File: config.mk
export PLATFORM = sky130hd
export DESIGN_NAME = uart_vote_rx
export DESIGN_NICKNAME = d
export VERILOG_FILES = /design/src/rtl/uart_vote_pkg.sv /design/src/rtl/uart_vote_maj3.sv /design/src/rtl/uart_vote_seq.sv /design/src/rtl/uart_vote_hold.sv /design/src/rtl/uart_vote_rx.sv
export SDC_FILE = /design/constraint.sdc
export NUM_CORES = 1
export LEC_CHECK = 0
export BUFFER_PORTS_ARGS = -buffer_cell sky130_fd_sc_hd__clkbuf_2
export CAP_MARGIN = 25
export CORE_AREA = 4 4 55 107
export DETAILED_ROUTE_END_ITERATION = 6
export DIE_AREA = 0 0 59 111
export GPL_ROUTABILITY_DRIVEN = 0
export PLACE_DENSITY_LB_ADDON = 0.08
export SLEW_MARGIN = 40
export SYNTH_ARGS = -nofsm -noshare
export SYNTH_HDL_FRONTEND = slang
export SYNTH_HIERARCHICAL = 1
export SYNTH_SLANG_ARGS = --single-unit
File: constraint.sdc
create_clock -name clk -period 5.6 [get_ports clk]
set_input_delay 0.28 -clock clk [delete_from_list [all_inputs] [get_ports clk]]
set_output_delay 0.28 -clock clk [all_outputs]
set_load 0.01 [all_outputs]
File: src/rtl/uart_vote_pkg.sv
`timescale 1ns/1ps
package uart_vote_pkg;
  // receiver sequencing: waiting for an edge, inside a frame, or sitting out
  // the rest of a failed stop bit before forcing the next start slot
  typedef enum logic [1:0] {
    ST_IDLE = 2'd0,
    ST_RECV = 2'd1,
    ST_HOLD = 2'd2
  } rx_state_e;
endpackage

File: src/rtl/uart_vote_maj3.sv
`timescale 1ns/1ps
module uart_vote_maj3 (
  input  logic a,
  input  logic b,
  input  logic c,
  output logic y,
  output logic mixed
);
  always_comb begin
    y     = (a & b) | (a & c) | (b & c);
    mixed = ~((a == b) && (b == c));
  end
endmodule

File: src/rtl/uart_vote_seq.sv
`timescale 1ns/1ps
module uart_vote_seq
  import uart_vote_pkg::*;
#(
  parameter int OVS = 16,
  parameter int DW  = 8
) (
  input  logic        clk,
  input  logic        rst_n,
  input  logic        tick,
  input  logic        rxd,
  input  logic        nine_mode,
  output logic        done,
  output logic [DW:0] word,
  output logic        noisy,
  output logic        ferr,
  output logic        busy
);
  localparam int RT_W = $clog2(OVS + 1);
  localparam int BP_W = $clog2(DW + 3);
  localparam logic [RT_W-1:0] RT_ONE  = RT_W'(1);
  localparam logic [RT_W-1:0] RT_TWO  = RT_W'(2);
  localparam logic [RT_W-1:0] RT_LAST = RT_W'(OVS);
  localparam logic [RT_W-1:0] MID_A   = RT_W'(OVS / 2);
  localparam logic [RT_W-1:0] MID_B   = RT_W'(OVS / 2 + 1);
  localparam logic [RT_W-1:0] MID_C   = RT_W'(OVS / 2 + 2);
  localparam logic [RT_W-1:0] VER_A   = RT_W'(OVS / 2 - 5);
  localparam logic [RT_W-1:0] VER_B   = RT_W'(OVS / 2 - 3);
  localparam logic [RT_W-1:0] VER_C   = RT_W'(OVS / 2 - 1);
  localparam logic [BP_W-1:0] STOP8   = BP_W'(DW + 1);
  localparam logic [BP_W-1:0] STOP9   = BP_W'(DW + 2);

  rx_state_e       state;
  logic [RT_W-1:0] rt;       // index of the sample taken at the next strobe
  logic [BP_W-1:0] bitpos;   // 0 = start, then data, then stop
  logic [1:0]      vlow;     // low confirmation samples so far
  logic            acc;      // disagreement seen in this frame
  logic            prev;     // last idle sample (forced on recovery)
  logic            nine_q;
  logic            s_a, s_b;
  logic            mid_bit, mid_mixed;
  logic [1:0]      v_tot;
  logic [BP_W-1:0] stop_pos;
  logic            brk;

  uart_vote_maj3 u_vote (.a(s_a), .b(s_b), .c(rxd), .y(mid_bit), .mixed(mid_mixed));

  always_comb begin
    v_tot    = vlow + {1'b0, ~rxd};
    stop_pos = nine_q ? STOP9 : STOP8;
    brk      = ~mid_bit && (word == '0);
    busy     = (state != ST_IDLE);
  end

  always_ff @(posedge clk or negedge rst_n) begin
    if (!rst_n) begin
      state  <= ST_IDLE;
      rt     <= RT_ONE;
      bitpos <= '0;
      vlow   <= '0;
      acc    <= 1'b0;
      prev   <= 1'b0;
      nine_q <= 1'b0;
      s_a    <= 1'b1;
      s_b    <= 1'b1;
      word   <= '0;
      done   <= 1'b0;
      noisy  <= 1'b0;
      ferr   <= 1'b0;
    end else begin
      done <= 1'b0;
      if (tick) begin
        unique case (state)
          ST_IDLE: begin
            prev <= rxd;
            if (prev && !rxd) begin
              state  <= ST_RECV;
              rt     <= RT_TWO;
              bitpos <= '0;
              vlow   <= '0;
              acc    <= 1'b0;
              word   <= '0;
              nine_q <= nine_mode;
            end
          end
          ST_RECV: begin
            rt <= (rt == RT_LAST) ? RT_ONE : rt + 1'b1;
            if (rt == RT_LAST) bitpos <= bitpos + 1'b1;
            if (bitpos == '0 && (rt == VER_A || rt == VER_B))
              vlow <= v_tot;
            if (bitpos == '0 && rt == VER_C) begin
              if (v_tot < 2'd2) begin
                state <= ST_IDLE;
                prev  <= rxd;
              end else if (v_tot != 2'd3) begin
                acc <= 1'b1;
              end
            end
            if (rt == MID_A) s_a <= rxd;
            if (rt == MID_B) s_b <= rxd;
            if (rt == MID_C) begin
              if (mid_mixed) acc <= 1'b1;
              if (bitpos != '0 && bitpos != stop_pos)
                word[bitpos - 1'b1] <= mid_bit;
              if (bitpos == stop_pos) begin
                done  <= 1'b1;
                noisy <= acc | mid_mixed;
                ferr  <= ~mid_bit;
                if (mid_bit) begin
                  state <= ST_IDLE;
                  prev  <= rxd;
                end else if (brk) begin
                  state <= ST_IDLE;
                  prev  <= 1'b0;
                end else begin
                  state <= ST_HOLD;
                end
              end
            end
          end
          ST_HOLD: begin
            rt <= rt + 1'b1;
            if (rt == RT_LAST) begin
              state <= ST_IDLE;
              prev  <= 1'b1;
            end
          end
          default: state <= ST_IDLE;
        endcase
      end
    end
  end
endmodule

File: src/rtl/uart_vote_hold.sv
`timescale 1ns/1ps
module uart_vote_hold #(
  parameter int DW = 8
) (
  input  logic          clk,
  input  logic          rst_n,
  input  logic          load,
  input  logic [DW:0]   word,
  input  logic          noisy,
  input  logic          ferr,
  input  logic          take,
  output logic          valid,
  output logic [DW-1:0] data,
  output logic          extra,
  output logic          noise_f,
  output logic          ferr_f
);
  always_ff @(posedge clk or negedge rst_n) begin
    if (!rst_n) begin
      valid   <= 1'b0;
      data    <= '0;
      extra   <= 1'b0;
      noise_f <= 1'b0;
      ferr_f  <= 1'b0;
    end else if (load) begin
      valid   <= 1'b1;
      data    <= word[DW-1:0];
      extra   <= word[DW];
      noise_f <= noisy;
      ferr_f  <= ferr;
    end else if (valid && take) begin
      valid   <= 1'b0;
      noise_f <= 1'b0;
      ferr_f  <= 1'b0;
    end
  end
endmodule

File: src/rtl/uart_vote_rx.sv
`timescale 1ns/1ps
module uart_vote_rx #(
  parameter int OVS = 16,
  parameter int DW  = 8
) (
  input  logic          clk,
  input  logic          rst_n,
  input  logic          tick16,
  input  logic          rxd,
  input  logic          nine_bit,
  input  logic          out_ready,
  output logic          out_valid,
  output logic [DW-1:0] out_data,
  output logic          out_ninth,
  output logic          noise_flag,
  output logic          frame_err
);
  logic        frame_done;
  logic [DW:0] frame_word;
  logic        frame_noisy;
  logic        frame_ferr;
  logic        busy;

  uart_vote_seq #(.OVS(OVS), .DW(DW)) u_seq (
    .clk(clk), .rst_n(rst_n), .tick(tick16), .rxd(rxd), .nine_mode(nine_bit),
    .done(frame_done), .word(frame_word), .noisy(frame_noisy),
    .ferr(frame_ferr), .busy(busy)
  );

  uart_vote_hold #(.DW(DW)) u_hold (
    .clk(clk), .rst_n(rst_n), .load(frame_done), .word(frame_word),
    .noisy(frame_noisy), .ferr(frame_ferr), .take(out_ready),
    .valid(out_valid), .data(out_data), .extra(out_ninth),
    .noise_f(noise_flag), .ferr_f(frame_err)
  );
endmodule

==> impl_metrics.env, run 1 <==
export IMPL_dieArea_um2=6549
export IMPL_wire_per_inst_um=16.62
export IMPL_fillers=497
export IMPL_ys_warnings_count=6
export IMPL_antenna_found_initial=0
export IMPL_status="complete, no violations"
export IMPL_ys_flop_type="dfrtp_1"
export IMPL_synth_edf_count=0
export IMPL_power_leakage_uw=0.001337
export IMPL_initial_core_util=0.4880
export IMPL_worst_slack_ps=2883
export IMPL_pre_cts_slack_ps=2897
export IMPL_finalSetupViolations=0
export IMPL_crit_type="flip-flop to flip-flop"
export IMPL_rsz0062_at_grt="no"
export IMPL_dr_pass1_iters=4
export IMPL_ioPinCount=18
export IMPL_crit_slowest_cell="a21oi_1"
export IMPL_finalNetCount=291
export IMPL_clockBufferDepth=2
export IMPL_place_hpwl_um=4231
export IMPL_cts_setup_buffers=0
export IMPL_cts_buffers=5
export IMPL_met2_length_um=3193
export IMPL_crit_buf_inv=1
export IMPL_routed_wl_um=5451
export IMPL_rr_worst_depth=7
export IMPL_dp_cells=320
export IMPL_power_density_nw_per_um2=319.0
export IMPL_final_util=0.5408
export IMPL_hold_class="input pin to async pin"
export IMPL_core_um2=5092
export IMPL_fp_dieH_um=111
export IMPL_min_period_ps=2717
export IMPL_tightest_slew_ps=707.8
export IMPL_synthToLayoutAreaGrowth_pct=10.83
export IMPL_wl_met3_um=144
export IMPL_syn_inst=250
export IMPL_cp_max_fo=15
export IMPL_top_layer_used="met4"
export IMPL_io_buffers=17
export IMPL_antenna_cells=0
export IMPL_final_antenna_net_count=0
export IMPL_crit_family="compound AO/OA/AOI/OAI gates"
export IMPL_cp_depth=7
export IMPL_die_w_um=59
export IMPL_synth_seq_cells=42
export IMPL_synth_area_per_cell_um2=9.940
export IMPL_cts_sinks=42
export IMPL_critPathLaunchType="flip-flop"
export IMPL_drt_met1_wl_um=2014
export IMPL_grt_util_all_layers=0.1818
export IMPL_vias=1888
export IMPL_critPathLaunch="u_seq/state[1]"
export IMPL_drc=0
export IMPL_grt_max_degree=43
export IMPL_synth_seq_area_share=0.4245
export IMPL_crit_path_end_kind="flip-flop"
export IMPL_finalClockSkew_ps=5.607
export IMPL_peakVddDrop_uv=221.8
export IMPL_synthArstFlopShare=1.000
export IMPL_cp_required_ps=5770
export IMPL_synth_nets=272
export IMPL_avgViaCountPerCell=5.756
export IMPL_grt_ovfl_total=0
export IMPL_max_slew_margin_rel=0.5215
export IMPL_path_clk_slew_ps=80
export IMPL_htreeDepth=2
export IMPL_synth_area_um2=2485
export IMPL_grt_pass1_wl_um=9177
export IMPL_synth_distinct_cells=53
export IMPL_r2r_start="u_seq/state[1]"
export IMPL_hold_viol_final=0
export IMPL_setup_tns_ps=0
export IMPL_arrival_ps=2890
export IMPL_path_cells="inv_1 -> ha_1 -> nand2b_1 -> a21oi_1 -> nor3b_2 -> o211ai_1 -> mux2i_1"
export IMPL_drtIter0Drc=71
export IMPL_cts_tree="built"
export IMPL_finalMaxSlewViolations=0
export IMPL_final_cell_area_um2=2754
export IMPL_post_cts_resized=0
export IMPL_holdBufCountCts=0
export IMPL_ctsRootBufferMaster="clkbuf_8"
export IMPL_max_freq_mhz=368.1
export IMPL_slowest_delay_ps=600
export IMPL_grt_pass1_vias=1928
export IMPL_drv_cap=0
export IMPL_rows=37
export IMPL_layout_drive_gt1_share=0.1704
export IMPL_clkLatencyLatePin_ps=290
export IMPL_fin_crit_sh=0.4852
export IMPL_dpl_instance_area_um2=2616
export IMPL_layout_cells_non_filler=328
## synthesized netlist by cell type, drive strengths merged (4+ instances only)
cell | instances | share of area
a21oi | 9 | 0.018
xnor2 | 4 | 0.014
nand2 | 34 | 0.051
inv | 16 | 0.024
mux2i | 11 | 0.044
o21ai | 13 | 0.026
a31oi | 4 | 0.010
nand2b | 5 | 0.013
mux2 | 9 | 0.051
ha | 16 | 0.081
nor2 | 15 | 0.023
nand3 | 16 | 0.032
dfrtp | 39 | 0.39
nor2b | 4 | 0.010
## final timing paths
kind / slack (ps) / end
max: 2880 / u_seq/word[8]
min: 3 / u_hold/ferr_f
max reg2reg: 2880 / u_seq/word[8]
min reg2reg: 490 / u_seq/s_a
max in group asynchronous: 5210 / u_seq/word[5]
min in group clk: 180 / u_seq/nine_q
## cell families after synthesis
logic type / synth area share
AND/OR/NAND/NOR: 0.2090
flip-flops: 0.4245
buffers and inverters: 0.03575
adder cells (fa/ha/maj): 0.08056
XOR/XNOR: 0.02467
multiplexers: 0.09567
AO/OA/AOI/OAI: 0.1299
## where the power goes
group / switching (uW) / leakage [uW] / internal [uW]
clock network: 108 / 0.0000683 / 179
registers: 38.6 / 0.000561 / 335
logic: 138 / 0.000707 / 79.9
## cell type report
class	count	area (um2)	area share
clock buffer	5	68.82	0.02499
timing repair buffer	17	87.58	0.03180
multi-input combinational	187	1341	0.4871
inverter	16	60.06	0.02181
clock inverter	3	68.82	0.02499
sequential	42	1055	0.3830
tap	58	72.57	0.02635
## cells in the final DEF, fill, tap and decap left out, drive strengths merged, types with 2 or more instances in the layout
cell type and instances:
nor4b 3, a22o 3, a21o 2, a211o 3, nand3 16, xnor2 4, nor2b 4, dfstp 3
nand3b 2, nand4bb 2, nor3b 2, mux2 9, mux2i 11, a21oi 9, o31ai 3, ha 16
nand2b 5, inv 16, and3 2, a31oi 4, and4 2, clkbuf 22, xor2 3, bufinv 2
nand2 34, nor2 15, nor3 3, dfrtp 39, o21ai 13
## layer usage
layer	vias to the layer above	global-route usage
met5	-	0
li1	921	-
met4	0	0.06354
met3	10	0.02098
met2	33	0.3530
met1	924	0.1852
## state kept, by name (all words and copies together) (netlist names)
name,flops
u_seq/rt,5
u_seq/bitpos,4
u_seq/acc,1
u_seq/word,9
u_seq/nine_q,1
u_hold/noise_f,1
u_hold/extra,1
u_seq/vlow,2
u_hold/valid,1
u_seq/s_b,1
u_seq/prev,1
u_seq/ferr,1
u_hold/ferr_f,1
u_seq/done,1
u_seq/s_a,1
u_hold/data,8
u_seq/noisy,1
u_seq/state,2
## metrics by stage
step | total power, uW | hold slack, ps
global placement | 594.4 | 473.6
finish | 878.4 | 2.574
detailed placement | 596.3 | 346.7
floorplan | 536.7 | -15.59
global route | 930.7 | 27.30
CTS | 889.9 | 19.20
Power figures use the tool's default switching activity.
==> run 2, diff against run 1 <==
==> constraint.sdc (replaced) <==
create_clock -name clk -period 2.8 [get_ports clk]
set_input_delay 0.14 -clock clk [delete_from_list [all_inputs] [get_ports clk]]
set_output_delay 0.14 -clock clk [all_outputs]
set_load 0.01 [all_outputs]
==> impl_metrics.env, run 2 (synthesized netlist as in run 1, its figures left out) <==
export IMPL_largest_registers="u_seq/word (9), u_hold/data (8), u_seq/rt (5)"
export IMPL_setup_tns_ps=0
export IMPL_initial_core_util=0.4880
export IMPL_routed_wl_um=5781
export IMPL_regToRegSetupSlack_ps=650
export IMPL_cts_sinks=42
export IMPL_clkLatencyLatePin_ps=300
export IMPL_layout_commonest_cell="dfrtp_1"
export IMPL_critPathLaunchType="flip-flop"
export IMPL_power_density_nw_per_um2=644.4
export IMPL_fp_dieH_um=111
export IMPL_cts_tree="built"
export IMPL_finalNetCount=294
export IMPL_cp_required_ps=2980
export IMPL_die_w_um=59
export IMPL_final_cell_area_um2=2779
export IMPL_cts_setup_buffers=0
export IMPL_min_period_ps=2155
export IMPL_fin_crit_sh=0.7695
export IMPL_mostFrequentLayoutCells="dfrtp_1, nand2_1"
export IMPL_r2r_start="u_seq/bitpos[2]"
export IMPL_rr_worst_depth=5
export IMPL_largest_register_ffs=9
export IMPL_place_hpwl_um=4379
export IMPL_dpl_instance_area_um2=2631
export IMPL_finalSetupViolations=0
export IMPL_cts_buffers=5
export IMPL_path_clk_slew_ps=90
export IMPL_holdBufCountCts=1
export IMPL_hold_slack_ps=39.89
export IMPL_crit_type="flip-flop to flip-flop"
export IMPL_antenna_cells=0
export IMPL_crit_path_end_kind="flip-flop"
export IMPL_hold_class="input pin to flip-flop"
export IMPL_grt_pass1_vias=1966
export IMPL_drc=0
export IMPL_ctsRootBufferMaster="clkbuf_8"
export IMPL_htreeDepth=2
export IMPL_synthToLayoutAreaGrowth_pct=11.83
export IMPL_vias=1903
export IMPL_drtIter0Drc=71
export IMPL_rr_endpoint="u_seq/vlow[1]"
export IMPL_dp_cells=322
export IMPL_ioPinCount=18
export IMPL_drv_cap=0
export IMPL_clockBufferDepth=2
export IMPL_grt_util_all_layers=0.1866
export IMPL_rsz0062_at_grt="no"
export IMPL_status="complete, no violations"
export IMPL_max_slew_margin_rel=0.5688
export IMPL_power_leakage_uw=0.001351
export IMPL_switchingPower_uw=591.7
export IMPL_cp_endpoint="u_seq/vlow[1]"
export IMPL_largest_register="u_seq/word"
export IMPL_power_share_switching=0.3305
export IMPL_clockPowerShare=0.325
export IMPL_tightest_slew_ps=637.7
export IMPL_layout_cells_non_filler=331
export IMPL_grt_pass1_wl_um=9397
export IMPL_avgViaCountPerCell=5.749
export IMPL_grt_ovfl_total=0
export IMPL_max_freq_mhz=464.1
export IMPL_intPower_uw=1199
export IMPL_cp_max_fo=11
export IMPL_peakVddDrop_uv=672.1
export IMPL_p_seq_frac=0.418
export IMPL_finalMaxSlewViolations=0
export IMPL_rows=37
export IMPL_arrival_ps=2340
export IMPL_dr_pass1_iters=4
export IMPL_fillers=497
export IMPL_critPathLaunch="u_seq/bitpos[2]"
export IMPL_post_cts_resized=0
export IMPL_final_antenna_net_count=0
export IMPL_io_buffers=17
export IMPL_hold_viol_final=0
export IMPL_wire_per_inst_um=17.47
export IMPL_layout_drive_gt1_share=0.1758
export IMPL_grt_max_degree=43
export IMPL_core_um2=5092
export IMPL_dieArea_um2=6549
export IMPL_antenna_found_initial=0
export IMPL_combPwrFrac=0.257
export IMPL_finalClockSkew_ps=7.740
==> run 2: cell types whose count changed in the layout (fill, tap and decap cells not counted) <==
cell / previous run / this run
buf_4: 0 / 2
dlygate4sd3_1: 0 / 1
==> run 2: power groups by stage <==
| stage | registers [uW] | logic (uW) | clock network, uW |
|---|---|---|---|
| after floorplan | 724 | 350 | 0 |
| after global placement | 759 | 451 | 0 |
| after detailed placement | 760 | 456 | 0 |
| after CTS | 748 | 460 | 594 |
| after global routing | 761 | 510 | 607 |
| final | 748 | 461 | 581 |
==> run 2: final cells by class <==
class / instances / area [um2] / share of cell area
clock buffer: 5 / 68.82 / 0.02476
clock inverter: 3 / 68.82 / 0.02476
inverter: 16 / 60.06 / 0.02161
multi-input combinational: 187 / 1341 / 0.4827
sequential: 42 / 1055 / 0.3796
tap: 58 / 72.57 / 0.02611
timing repair buffer: 20 / 112.6 / 0.04052
==> run 2: worst max-delay path, cell delays in order (launching register included) <==
cell,delay (ps)
dfrtp_1,540
or3_1,470
nor4b_1,560
a21oi_1,180
o21ai_0,200
o21ai_1,90
==> run 2: how the worst min path moves through the flow <==
stage               depth (start not counted)        endpoint      from  slack (ps)
global route                                3    u_seq/nine_q  nine_bit          40
CTS                                         3    u_seq/nine_q  nine_bit          30
global placement                            3    u_seq/nine_q  nine_bit         330
floorplan                                   0  u_hold/data[0]     rst_n        -160
detailed placement                          1   u_hold/ferr_f     rst_n         210
finish                                      3    u_seq/nine_q  nine_bit          40
==> run 2: metal layers <==
metal,global-route usage,vias up,part of all wire
met3,0.02448,12,0.023
met4,0.09682,0,0.028
met5,0,-,0
li1,-,928,-
met1,0.1902,927,0.38
met2,0.3449,36,0.57
==> run 2: metrics by stage <==
step	worst slack (ps)	utilization	power, uW
after floorplan	968.1	-	1073
after global placement	712.4	0.5162	1209
after detailed placement	702.7	0.5167	1216
after CTS	678.2	0.5457	1801
after global routing	529.1	0.5457	1878
final	645.3	0.5457	1791
